**src/rtl/dkio_pkg.sv**
```systemverilog
// Package: shared codes and positions for the disk I/O instruction interface.
// Assumes a 3-bit operation code and three skip-testable flags.
package dkio_pkg;
    localparam int PULSE_W  = 3;
    localparam int NFLAG    = 3;
    localparam int FL_TR    = 0;
    localparam int FL_ERR   = 1;
    localparam int FL_DONE  = 2;
    localparam int MODE_BIT = 6;
    localparam int BYTE_W   = 8;

    typedef enum logic [PULSE_W-1:0] {
        OP_NONE = 3'd0,
        OP_LOAD = 3'd1,
        OP_XCHG = 3'd2,
        OP_SKTR = 3'd3,
        OP_SKER = 3'd4,
        OP_SKDN = 3'd5,
        OP_IEN  = 3'd6,
        OP_INIT = 3'd7
    } op_e;

    typedef enum logic [1:0] {
        XF_NONE   = 2'd0,
        XF_ACCEPT = 2'd1,
        XF_SUPPLY = 2'd2
    } xfer_e;
endpackage

```
**src/rtl/dkio_decode.sv**
```systemverilog
// Module: one-hot decode of the operation code.
// Assumes code_i is meaningful only while valid_i is high.
module dkio_decode #(
    parameter int PULSE_W = 3,
    localparam int NCODE = 1 << PULSE_W
) (
    input  logic               valid_i,
    input  logic [PULSE_W-1:0] code_i,
    output logic [NCODE-1:0]   hit_o
);
    // one comparator per code
    for (genvar k = 0; k < NCODE; k++) begin : g_hit
        assign hit_o[k] = valid_i && (code_i == PULSE_W'(k));
    end
endmodule

```
**src/rtl/dkio_flag.sv**
```systemverilog
// Module: one skip-testable flag. A set beats a clear in the same cycle.
// Assumes test_i is a single-cycle instruction strobe.
module dkio_flag (
    input  logic clk,
    input  logic rst_n,
    input  logic set_i,
    input  logic test_i,
    input  logic clr_i,
    output logic q_o,
    output logic skip_o
);
    // flag register: set, else clear on test or bulk clear
    always_ff @(posedge clk) begin
        if (!rst_n)               q_o <= 1'b0;
        else if (set_i)           q_o <= 1'b1;
        else if (test_i || clr_i) q_o <= 1'b0;
    end

    assign skip_o = test_i && q_o;

    p_skip_clears_r4: assert property (@(posedge clk) disable iff (!rst_n)
        (skip_o && !set_i) |=> !q_o);
    p_set_wins_r10: assert property (@(posedge clk) disable iff (!rst_n)
        set_i |=> q_o);
endmodule

```
**src/rtl/dkio_regs.sv**
```systemverilog
// Module: control word, data word, split-load state and sequencer pulses.
// Assumes hit_* are one-hot decoded instruction strobes.
module dkio_regs
    import dkio_pkg::*;
#(
    parameter int WORD_W = 12,
    localparam int HI_W = WORD_W - BYTE_W
) (
    input  logic              clk,
    input  logic              rst_n,
    input  logic              ext_en,
    input  logic              hit_load,
    input  logic              hit_xchg,
    input  logic              hit_init,
    input  logic              seq_busy,
    input  logic [1:0]        seq_xfer,
    input  logic              seq_dbr_we,
    input  logic [WORD_W-1:0] seq_dbr,
    input  logic [WORD_W-1:0] ac_in,
    output logic [WORD_W-1:0] csr_o,
    output logic [WORD_W-1:0] dbr_o,
    output logic              lcd_ok_o,
    output logic              ext_load_o,
    output logic              rd_dbr_o,
    output logic              cmd_start_o,
    output logic              data_strobe_o,
    output logic              bptr_clr_o,
    output logic              init_req_o
);
    logic pend_q;
    logic second, acc_wr, supply;
    logic [WORD_W-1:0] ac_low;

    assign ac_low     = {{HI_W{1'b0}}, ac_in[BYTE_W-1:0]};
    assign lcd_ok_o   = hit_load && !seq_busy && !pend_q;
    assign ext_load_o = lcd_ok_o && ext_en && ac_in[MODE_BIT];
    assign second     = hit_xchg && pend_q;
    assign acc_wr     = hit_xchg && !pend_q && (seq_xfer == XF_ACCEPT);
    assign supply     = hit_xchg && !pend_q && (seq_xfer == XF_SUPPLY);
    assign rd_dbr_o   = hit_xchg && !pend_q && (seq_xfer != XF_ACCEPT);

    // register update: initialize, command load, split second half, data writes
    always_ff @(posedge clk) begin
        if (!rst_n || hit_init) begin
            csr_o         <= '0;
            dbr_o         <= '0;
            pend_q        <= 1'b0;
            cmd_start_o   <= 1'b0;
            data_strobe_o <= 1'b0;
            bptr_clr_o    <= 1'b0;
        end else begin
            cmd_start_o   <= (lcd_ok_o && !ext_load_o) || second;
            data_strobe_o <= acc_wr || supply;
            bptr_clr_o    <= lcd_ok_o;
            if (lcd_ok_o) begin
                csr_o  <= ext_load_o ? ac_low : ac_in;
                dbr_o  <= ext_load_o ? ac_low : ac_in;
                pend_q <= ext_load_o;
            end
            if (second) begin
                csr_o[WORD_W-1:BYTE_W] <= ac_in[HI_W-1:0];
                dbr_o                  <= ac_low;
                pend_q                 <= 1'b0;
            end
            if (acc_wr)     dbr_o <= ac_in;
            if (seq_dbr_we) dbr_o <= seq_dbr;
        end
    end

    // initialize request pulse
    always_ff @(posedge clk) begin
        init_req_o <= rst_n && hit_init;
    end

    p_start_source_r2: assert property (@(posedge clk) disable iff (!rst_n)
        cmd_start_o |-> $past(hit_load || hit_xchg));
    p_busy_hold_r3: assert property (@(posedge clk) disable iff (!rst_n)
        (hit_load && (seq_busy || pend_q) && !hit_init) |=> $stable(csr_o));
    p_init_clears_r6: assert property (@(posedge clk) disable iff (!rst_n)
        hit_init |=> (csr_o == '0) && (dbr_o == '0) && !pend_q && init_req_o);
    p_split_no_start_r7: assert property (@(posedge clk) disable iff (!rst_n)
        ext_load_o |=> (!cmd_start_o && pend_q));
endmodule

```
**src/rtl/dkio_iot_if.sv**
```systemverilog
// Module: top of the disk controller I/O instruction interface.
// Assumes the processor samples ac_out and skip in the instruction cycle.
module dkio_iot_if
    import dkio_pkg::*;
#(
    parameter int WORD_W = 12
) (
    input  logic              clk,
    input  logic              rst_n,
    input  logic              ext_en,
    input  logic              iot_valid,
    input  logic [2:0]        iot_code,
    input  logic [WORD_W-1:0] ac_in,
    output logic [WORD_W-1:0] ac_out,
    output logic              skip,
    input  logic              seq_busy,
    input  logic [1:0]        seq_xfer,
    input  logic              seq_set_tr,
    input  logic              seq_set_err,
    input  logic              seq_set_done,
    input  logic              seq_dbr_we,
    input  logic [WORD_W-1:0] seq_dbr,
    output logic [WORD_W-1:0] csr_out,
    output logic [WORD_W-1:0] dbr_out,
    output logic              cmd_start,
    output logic              data_strobe,
    output logic              bptr_clr,
    output logic              init_req,
    output logic              irq
);
    localparam int NCODE = 1 << PULSE_W;

    logic [NCODE-1:0] hit;
    logic [NFLAG-1:0] f_set, f_q, f_skip;
    logic lcd_ok, ext_load, rd_dbr, ie_q, f_clr;

    dkio_decode #(.PULSE_W(PULSE_W)) u_decode (
        .valid_i(iot_valid), .code_i(iot_code), .hit_o(hit));

    dkio_regs #(.WORD_W(WORD_W)) u_regs (
        .clk(clk), .rst_n(rst_n), .ext_en(ext_en),
        .hit_load(hit[OP_LOAD]), .hit_xchg(hit[OP_XCHG]), .hit_init(hit[OP_INIT]),
        .seq_busy(seq_busy), .seq_xfer(seq_xfer),
        .seq_dbr_we(seq_dbr_we), .seq_dbr(seq_dbr), .ac_in(ac_in),
        .csr_o(csr_out), .dbr_o(dbr_out), .lcd_ok_o(lcd_ok),
        .ext_load_o(ext_load), .rd_dbr_o(rd_dbr),
        .cmd_start_o(cmd_start), .data_strobe_o(data_strobe),
        .bptr_clr_o(bptr_clr), .init_req_o(init_req));

    assign f_set[FL_TR]   = seq_set_tr || ext_load;
    assign f_set[FL_ERR]  = seq_set_err;
    assign f_set[FL_DONE] = seq_set_done;
    assign f_clr          = lcd_ok || hit[OP_INIT];

    // one flag cell per skip test; test codes follow the flag order
    for (genvar g = 0; g < NFLAG; g++) begin : g_flag
        dkio_flag u_flag (
            .clk(clk), .rst_n(rst_n), .set_i(f_set[g]),
            .test_i(hit[int'(OP_SKTR) + g]), .clr_i(f_clr),
            .q_o(f_q[g]), .skip_o(f_skip[g]));
    end

    // interrupt enable from accumulator bit 0, cleared by initialize
    always_ff @(posedge clk) begin
        if (!rst_n || hit[OP_INIT]) ie_q <= 1'b0;
        else if (hit[OP_IEN])       ie_q <= ac_in[0];
    end

    assign irq  = f_q[FL_DONE] && ie_q;
    assign skip = |f_skip;

    // returned accumulator: cleared on accepted load, data word on read
    always_comb begin
        if (lcd_ok)
            ac_out = '0;
        else if (rd_dbr && csr_out[MODE_BIT])
            ac_out = ac_in | {{(WORD_W-BYTE_W){1'b0}}, dbr_out[BYTE_W-1:0]};
        else if (rd_dbr)
            ac_out = dbr_out;
        else
            ac_out = ac_in;
    end

    p_skip_needs_flag_r4: assert property (@(posedge clk) disable iff (!rst_n)
        skip |-> (iot_valid && (|f_q)));
    p_enable_r5: assert property (@(posedge clk) disable iff (!rst_n)
        (hit[OP_IEN] && f_q[FL_DONE] && !lcd_ok) |=> (irq == $past(ac_in[0])));
    p_nop_r11: assert property (@(posedge clk) disable iff (!rst_n)
        (hit[OP_NONE] && !seq_dbr_we) |=> ($stable(csr_out) && $stable(dbr_out) && !cmd_start));
endmodule

```
**config.mk**
```make
export PLATFORM = sky130hd
export DESIGN_NAME = dkio_iot_if
export DESIGN_NICKNAME = d
export VERILOG_FILES = /design/src/rtl/dkio_pkg.sv /design/src/rtl/dkio_decode.sv /design/src/rtl/dkio_flag.sv /design/src/rtl/dkio_regs.sv /design/src/rtl/dkio_iot_if.sv
export SDC_FILE = /design/constraint.sdc
export NUM_CORES = 1
export LEC_CHECK = 0
export BUFFER_PORTS_ARGS = -buffer_cell sky130_fd_sc_hd__buf_4
export CAP_MARGIN = 20
export CORE_ASPECT_RATIO = 1.4
export CORE_MARGIN = 3
export CORE_UTILIZATION = 40
export CTS_CLUSTER_SIZE = 8
export DETAILED_ROUTE_END_ITERATION = 8
export PLACE_DENSITY = 0.78
export SLEW_MARGIN = 25
export SYNTH_ARGS = -nofsm -noshare
export SYNTH_HDL_FRONTEND = slang
export SYNTH_HIERARCHICAL = 1
export SYNTH_SLANG_ARGS = --single-unit
```
**constraint.sdc**
```tcl
create_clock -name clk -period 4.9 [get_ports clk]
set_input_delay 0.98 -clock clk [delete_from_list [all_inputs] [get_ports clk]]
set_output_delay 0.98 -clock clk [all_outputs]
set_load 0.02 [all_outputs]
```
==> results.py, run 1 <==
metrics = {
    "run_status": {
        "status": "complete, no violations",
    },
    "sta": {
        "slew_headroom": 0.378,
        "min_period_ns": 3.81,
        "skew_ns": 0.00242,
        "tightest_slew_ns": 0.933,
        "fin_tns_setup_ns": 0,
        "layout_worst_path_cycle_share": 0.777,
        "finalHoldViolCount": 0,
        "max_freq_mhz": 263,
        "slew_viol_final": 0,
        "final.setup.worst_slack_ns": 1.09,
        "setup_violations": 0,
        "rsz0062_at_grt": "no",
    },
    "power_and_ir_drop": {
        "powerDensity_nw_per_um2": 247,
        "irDropWorstVdd_v": 0.000174,
        "leakagePower_nw": 1.10,
    },
    "grt": {
        "grt_pass1_vias": 1706,
        "grt_overflow": 0,
        "grt_use_total": 0.186,
        "grt_max_degree": 46,
        "antenna_found_initial": 0,
        "grt_pass1_wl_mm": 8.22,
    },
    "layout": {
        "drive_gt1_frac": 0.421,
        "finalNonFillerCells": 345,
        "diodes": 0,
        "final_net_count": 322,
        "fillers": 397,
        "final_util": 0.585,
        "area_delta_synth_final_pct": 36.7,
    },
    "floorplanning": {
        "dieArea_um2": 5560,
        "ios": 80,
        "dieWidth_um": 63.9,
        "rows": 28,
        "core-area_um2": 4380,
        "dieHeight_um": 87.0,
        "initial_utilization": 0.428,
    },
    "min_path": {
        "min_path_type": "reg2reg",
    },
    "worst_setup_path": {
        "endpoint_kind": "output pin",
        "critPathMaxFanout": 45,
        "critPathKind": "in2out",
        "cp_data_required_time_ns": 3.92,
        "crit_arrival_ns": 2.83,
        "crit_path_start_kind": "primary input",
    },
    "clock_network": {
        "holdBufCountCts": 0,
        "cts_tree": "done",
        "htreeDepth": 2,
        "numCtsBuffers": 5,
        "postCtsSetupBuffers": 0,
        "cts-root-buf": "clkbuf_8",
        "path_clk_slew_ns": 0.07,
        "clock_latency_ns": 0.28,
        "clockBufferDepth": 2,
        "cts_resized": 0,
        "cts.sinks": 33,
    },
    "yosys": {
        "synth.avg_cell_area_um2": 8.97,
        "syn_nets": 247,
        "yosysWarnings": 6,
        "synthesis.instances": 209,
        "syn_area_um2": 1880,
    },
    "routing": {
        "post-route-drc-count": 0,
        "drtIter0Drc": 113,
        "met2_length_mm": 2.52,
        "via_per_inst": 5.40,
        "top_layer": "met4",
        "wl_mm": 5.12,
        "routedWlPerCell_um": 14.8,
        "met3_length_um": 377,
        "vias": 1862,
        "antenna_left": 0,
        "drt_pass1_iterations": 4,
        "wl_met1_mm": 2.16,
    },
    "run": {
        "maxCapViolCount": 0,
    },
    "placed_design": {
        "place_congestion": 0.816,
        "post-place-cells": 337,
        "preCtsSetupSlack_ns": 1.08,
        "port_buffers": 79,
        "dp_hpwl_mm": 3.87,
    },
}
[where the power goes]
part / switching (W) / internal (W) / leakage (nW)
clock: 0.0000954 / 0.000127 / 0.0542
combinational: 0.0000635 / 0.0000608 / 0.781
sequential: 0.00000770 / 0.000279 / 0.270
[worst paths after layout]
path	start	to	slack, ns	cells past startpoint
max reg2reg	u_regs/pend_q	u_regs/dbr_o[11]	2.52	5
min	u_regs/csr_o[2]	u_regs/csr_o[2]	0.46	2
max	iot_code[0]	ac_out[11]	1.09	8
min reg2reg	u_regs/csr_o[2]	u_regs/csr_o[2]	0.46	2
[per-layer routing]
layer	up-vias	track usage
met5	-	0
met4	0	0.0707
met3	7	0.0362
met2	85	0.309
met1	852	0.235
li1	918	-
[sequential cells by signal, indices dropped and copies added, names as in the netlist]
name / cells
u_regs/data_strobe_o: 1
u_regs/cmd_start_o: 1
g_flag.u_flag/q_o: 3
ie_q: 1
u_regs/bptr_clr_o: 1
u_regs/init_req_o: 1
u_regs/csr_o: 12
u_regs/dbr_o: 12
u_regs/pend_q: 1
[stage by stage]
stage	power [W]	hold WS, ns	instance area, um^2
2_1_floorplan	0.000355	0.500	1880
3_3_place_gp	0.000416	0.453	2460
3_5_place_dp	0.000417	0.453	2460
4_1_cts	0.000640	0.466	2560
5_1_grt	0.000665	0.494	2560
6_report	0.000633	0.464	2560
[critical path, stage by stage]
cell and delay, ns:
buf_4 0.13, and4bb_2 0.21, or3b_1 0.15, buf_4 0.27, clkinv_2 0.44, nand2b_1 0.29, o21ai_0 0.16, buf_4 0.17
[area by class of cell]
| cell class | instances | area, um^2 | share of cell area |
|---|---|---|---|
| clock buffer | 7 | 96.3 | 0.0376 |
| clock inverter | 1 | 5.00 | 0.00195 |
| inverter | 9 | 35.0 | 0.0137 |
| multi-input combinational | 154 | 1080 | 0.423 |
| sequential | 33 | 661 | 0.258 |
| tap | 60 | 75.1 | 0.0293 |
| timing repair buffer | 81 | 608 | 0.237 |
[cell usage in the layout, fill, tap and decap left out, drive strengths merged]
cell / count
a211oi: 2
a21oi: 9
a221o: 4
a221oi: 11
a31oi: 10
and2: 6
and3: 7
and4: 1
and4b: 3
and4bb: 3
buf: 81
clkbuf: 7
clkinv: 2
dfxtp: 33
inv: 8
mux2i: 1
nand2: 22
nand2b: 14
nand3: 2
nand3b: 8
nand4bb: 4
nor2: 2
nor2b: 4
nor3: 3
nor3b: 4
nor4: 1
o21a: 6
o21ai: 21
or2: 2
or3: 2
or3b: 1
xnor2: 1
Power figures use the tool's default switching activity.
==> run 2, diff against run 1 <==
--- a/config.mk
+++ b/config.mk
@@ -5,6 +5,7 @@
 export SDC_FILE = /design/constraint.sdc
 export NUM_CORES = 1
 export LEC_CHECK = 0
+export ABC_AREA = 1
 export BUFFER_PORTS_ARGS = -buffer_cell sky130_fd_sc_hd__buf_4
 export CAP_MARGIN = 20
 export CORE_ASPECT_RATIO = 1.4
@@ -12,7 +13,7 @@
 export CORE_UTILIZATION = 40
 export CTS_CLUSTER_SIZE = 8
 export DETAILED_ROUTE_END_ITERATION = 8
-export PLACE_DENSITY = 0.78
+export PLACE_DENSITY = 0.81
 export SLEW_MARGIN = 25
 export SYNTH_ARGS = -nofsm -noshare
 export SYNTH_HDL_FRONTEND = slang
==> constraint.sdc (replaced) <==
create_clock -name clk -period 3.2 [get_ports clk]
set_input_delay 0.64 -clock clk [delete_from_list [all_inputs] [get_ports clk]]
set_output_delay 0.64 -clock clk [all_outputs]
set_load 0.02 [all_outputs]
==> run 2 against run 1 <==
  * Global-route usage is 2.4 points higher
  * Die area is 5.0% lower
  * Clock power is 42% higher
  * First-iteration DRC count is 15% lower
  * Clock skew is 0.0011 ns higher
  * Largest power group unchanged
  * Largest cell class unchanged
  * Sequential share of layout area is 0.50 points higher
==> results.py, run 2 <==
metrics = {
    "layout": {
        "diodes": 0,
        "drive_gt1_frac": 0.302,
        "final_common_cell": "buf_4",
        "area_delta_synth_final_pct": 41.7,
        "top_regs": "u_regs/csr_o x12, u_regs/dbr_o x12, g_flag.u_flag/q_o x3",
        "finalNonFillerCells": 421,
        "final_net_count": 399,
        "final_cell_mix": "buf_4 (81), nand2_1 (74), inv_1 (43)",
        "fillers": 427,
    },
    "sta": {
        "min_period_ns": 2.68,
        "setup_violations": 0,
        "slew_headroom": 0.564,
        "max_freq_mhz": 373,
        "layout_worst_path_cycle_share": 0.839,
        "rsz0062_at_grt": "no",
        "tightest_slew_ns": 0.653,
        "skew_ns": 0.00352,
        "fin_tns_setup_ns": 0,
        "finalHoldViolCount": 0,
        "final.setup.worst_slack_ns": 0.516,
        "slew_viol_final": 0,
    },
    "worst_setup_path": {
        "endpoint_kind": "output pin",
        "cp_data_required_time_ns": 2.56,
        "crit_arrival_ns": 2.04,
        "crit_path_start_kind": "primary input",
        "critPathKind": "in2out",
        "critPathMaxFanout": 12,
    },
    "floorplanning": {
        "initial_utilization": 0.419,
        "dieWidth_um": 62.3,
        "ios": 80,
        "core-area_um2": 4240,
        "dieArea_um2": 5280,
        "dieHeight_um": 84.8,
        "rows": 28,
    },
    "routing": {
        "via_per_inst": 4.90,
        "routedWlPerCell_um": 12.7,
        "vias": 2064,
        "drtIter0Drc": 96,
        "post-route-drc-count": 0,
        "wl_mm": 5.37,
        "drt_pass1_iterations": 4,
        "antenna_left": 0,
    },
    "grt": {
        "met1_usage": 0.213,
        "globalRouteMet3Util": 0.0629,
        "globalRouteMet2Util": 0.392,
        "busiest_layer": "met2",
        "grt_overflow": 0,
        "grt_max_degree": 21,
        "antenna_found_initial": 0,
        "grt_pass1_wl_mm": 8.77,
        "grt_use_total": 0.209,
        "grt_pass1_vias": 1969,
    },
    "yosys": {
        "synthesis.instances": 279,
        "synth.avg_cell_area_um2": 6.36,
        "syn_nets": 317,
        "yosysWarnings": 6,
        "syn_area_um2": 1770,
    },
    "run": {
        "maxCapViolCount": 0,
    },
    "clock_network": {
        "path_clk_slew_ns": 0.06,
        "cts.sinks": 33,
        "numCtsBuffers": 5,
        "htreeDepth": 2,
        "cts_resized": 0,
        "cts_tree": "done",
        "clock_latency_ns": 0.29,
        "clockBufferDepth": 2,
        "holdBufCountCts": 0,
        "cts-root-buf": "clkbuf_8",
        "postCtsSetupBuffers": 0,
    },
    "placed_design": {
        "preCtsSetupSlack_ns": 0.534,
        "dp_hpwl_mm": 4.22,
        "post-place-cells": 414,
        "port_buffers": 79,
        "place_congestion": 0.877,
    },
    "power_and_ir_drop": {
        "irDropWorstVdd_v": 0.000376,
        "powerDensity_nw_per_um2": 378,
        "leakagePower_nw": 1.33,
        "total_power_w": 0.000950,
    },
    "run_status": {
        "status": "complete, no violations",
    },
    "min_path": {
        "min_path_type": "reg2reg",
    },
}
-- run 2: worst max-delay path: stages --
cell and delay [ns]:
buf_4 0.11, inv_1 0.04, nand2_1 0.07, nor2_1 0.26, nand2_1 0.10, nor2_1 0.18
buf_4 0.22, nand2_1 0.06, a21oi_1 0.18, buf_4 0.17
-- run 2: final timing paths --
kind / cells after the start / endpoint / slack [ns] / startpoint
worst max-delay path: 10 / ac_out[3] / 0.52 / iot_code[2]
worst min-delay path: 2 / ie_q / 0.47 / ie_q
worst max register to register: 9 / u_regs/dbr_o[9] / 1.49 / u_regs/pend_q
worst min register to register: 2 / ie_q / 0.47 / ie_q
-- run 2: cell type report --
type	count	area, um^2	area share
Multi-Input combinational cell	190	897	0.357
Tap cell	60	75.1	0.0299
Sequential cell	33	661	0.263
Timing Repair Buffer	81	608	0.242
Inverter	50	188	0.0746
Clock buffer	7	86.3	0.0343
-- run 2: power breakdown --
part	switching [W]	internal [W]
sequential	0.0000113	0.000427
combinational	0.000109	0.0000875
clock	0.000144	0.000170
total	0.000265	0.000685
-- run 2: through the flow --
step | util | cell area (um^2) | hold WS [ns]
2_1_floorplan | - | 1770 | 0.434
3_3_place_gp | 0.573 | 2430 | 0.449
3_5_place_dp | 0.573 | 2430 | 0.466
4_1_cts | 0.593 | 2510 | 0.477
5_1_grt | 0.593 | 2510 | 0.494
6_report | 0.593 | 2510 | 0.467
-- run 2: routing by layer --
metal / vias to the layer above / share of wire
met2: 77 / 0.52
met5: - / 0
met4: 0 / 0.027
met1: 946 / 0.36
li1: 1026 / -
met3: 15 / 0.087
==> run 3, diff against run 2 <==
--- a/config.mk
+++ b/config.mk
@@ -13,7 +13,7 @@
 export CORE_UTILIZATION = 40
 export CTS_CLUSTER_SIZE = 8
 export DETAILED_ROUTE_END_ITERATION = 8
-export PLACE_DENSITY = 0.81
+export PLACE_DENSITY = 0.79
 export SLEW_MARGIN = 25
 export SYNTH_ARGS = -nofsm -noshare
 export SYNTH_HDL_FRONTEND = slang
==> constraint.sdc (replaced) <==
create_clock -name clk -period 2.5 [get_ports clk]
set_input_delay 0.5 -clock clk [delete_from_list [all_inputs] [get_ports clk]]
set_output_delay 0.5 -clock clk [all_outputs]
set_load 0.02 [all_outputs]
==> run 3 against run 2 <==
  * Clock power up 23%
  * Cell count up 0.48%
  * Worst setup slack worse by 0.28 ns
  * Power up 26%
  * First-iteration DRC count up 27%
  * Register-to-register slack worse by 0.54 ns
  * Utilization up 0.089 points
  * Global-route usage down 0.19 points
  * Clock skew up 0.0016 ns
  * Sequential power up 28%
  * Combinational power up 28%
  * Wire length down 1.4%
  * Critical endpoint is now ac_out[1]
  * Largest power group unchanged
==> results.py, run 3 (synthesized netlist as in run 2, its figures left out) <==
metrics = {
    "grt": {
        "grt_pass1_vias": 2088,
        "antenna_found_initial": 0,
        "grt_pass1_wl_mm": 8.80,
        "grt_use_total": 0.208,
        "grt_max_degree": 25,
        "grt_overflow": 0,
    },
    "sta": {
        "rsz0062_at_grt": "no",
        "tightest_slew_ns": 0.639,
        "holdWs_ns": 0.455,
        "fin_tns_setup_ns": 0,
        "slew_viol_final": 0,
        "layout_worst_path_cycle_share": 0.906,
        "max_freq_mhz": 442,
        "skew_ns": 0.00515,
        "setup_violations": 0,
        "slew_headroom": 0.574,
        "min_period_ns": 2.26,
        "final.setup.worst_slack_ns": 0.236,
        "finalHoldViolCount": 0,
    },
    "placed_design": {
        "preCtsSetupSlack_ns": 0.249,
        "dp_hpwl_mm": 4.10,
        "port_buffers": 79,
        "place_congestion": 0.807,
    },
    "floorplanning": {
        "initial_utilization": 0.419,
        "dieWidth_um": 62.3,
        "core-area_um2": 4240,
        "dieHeight_um": 84.8,
        "rows": 28,
        "dieArea_um2": 5280,
        "ios": 80,
    },
    "routing": {
        "wl_mm": 5.29,
        "routedWlPerCell_um": 12.5,
        "via_per_inst": 4.75,
        "antenna_left": 0,
        "post-route-drc-count": 0,
        "drtIter0Drc": 122,
        "drt_pass1_iterations": 4,
        "vias": 2011,
    },
    "clock_network": {
        "cts.sinks": 33,
        "postCtsSetupBuffers": 0,
        "path_clk_slew_ns": 0.06,
        "numCtsBuffers": 5,
        "htreeDepth": 2,
        "clock_latency_ns": 0.29,
        "cts_tree": "done",
        "holdBufCountCts": 0,
        "cts-root-buf": "clkbuf_8",
        "cts_resized": 0,
        "clockBufferDepth": 2,
    },
    "layout": {
        "final_cell_mix": "buf_4 (82), nand2_1 (74), inv_1 (43)",
        "final_util": 0.594,
        "final_net_count": 400,
        "diodes": 0,
        "top_regs": "u_regs/csr_o x12, u_regs/dbr_o x12, g_flag.u_flag/q_o x3",
        "drive_gt1_frac": 0.306,
        "final_common_cell": "buf_4",
        "area_delta_synth_final_pct": 42.0,
        "fillers": 417,
    },
    "worst_setup_path": {
        "critPathKind": "in2out",
        "crit_path_start_kind": "primary input",
        "cp_data_required_time_ns": 2.00,
        "critPathMaxFanout": 12,
        "endpoint_kind": "output pin",
        "crit_arrival_ns": 1.76,
    },
    "min_path": {
        "min_path_type": "in2reg",
    },
    "run": {
        "maxCapViolCount": 0,
    },
    "power_and_ir_drop": {
        "powerDensity_nw_per_um2": 476,
        "leakagePower_nw": 1.33,
        "irDropWorstVdd_v": 0.000399,
    },
    "run_status": {
        "status": "complete, no violations",
    },
}
run 3: cell types whose count changed in the layout (fill, tap and decap cells not counted), sizes merged:
cell / previous run / this run
clkinv: 0 / 2
clkbuf: 7 / 6
buf: 81 / 82
run 3: final cells by class:
cell class,count,area [um^2],area share
clock inverter,2,10.0,0.00397
tap,60,75.1,0.0298
multi-input combinational,190,897,0.356
clock buffer,6,72.6,0.0288
sequential,33,661,0.262
timing repair buffer,82,616,0.244
inverter,50,188,0.0745
run 3: through the flow:
step	total power, W	instance area [um^2]	cells
5_1_grt	0.00125	2520	423
3_5_place_dp	0.000824	2440	415
6_report	0.00120	2520	423
4_1_cts	0.00121	2520	423
3_3_place_gp	0.000821	2440	415
2_1_floorplan	0.000699	1770	279
run 3: metal layers:
| layer | vias to the layer above | share of wire | GRT usage |
|---|---|---|---|
| met2 | 81 | 0.52 | 0.389 |
| met3 | 14 | 0.071 | 0.0602 |
| met5 | - | 0 | 0 |
| met4 | 0 | 0.024 | 0.0984 |
| met1 | 884 | 0.39 | 0.208 |
| li1 | 1032 | - | - |
run 3: path summary, 6_finish.rpt:
kind / from / endpoint / slack, ns / depth (start not counted)
hold reg to reg: ie_q / ie_q / 0.46 / 2
setup reg to reg: u_regs/pend_q / u_regs/dbr_o[9] / 0.95 / 9
hold / removal: rst_n / u_regs/init_req_o / 0.46 / 3
setup / recovery: iot_code[2] / ac_out[1] / 0.24 / 10
run 3: critical path, stage by stage:
cell	delay (ns)
buf_4	0.11
inv_1	0.04
nand2_1	0.07
nor2_1	0.16
nand2_1	0.07
nor2_1	0.19
buf_4	0.23
nand2_1	0.06
a21oi_1	0.16
buf_4	0.16
run 3: power by group:
part,internal [W],switching [W]
clock network,0.000193,0.000193
logic,0.000113,0.000139
registers,0.000546,0.0000146
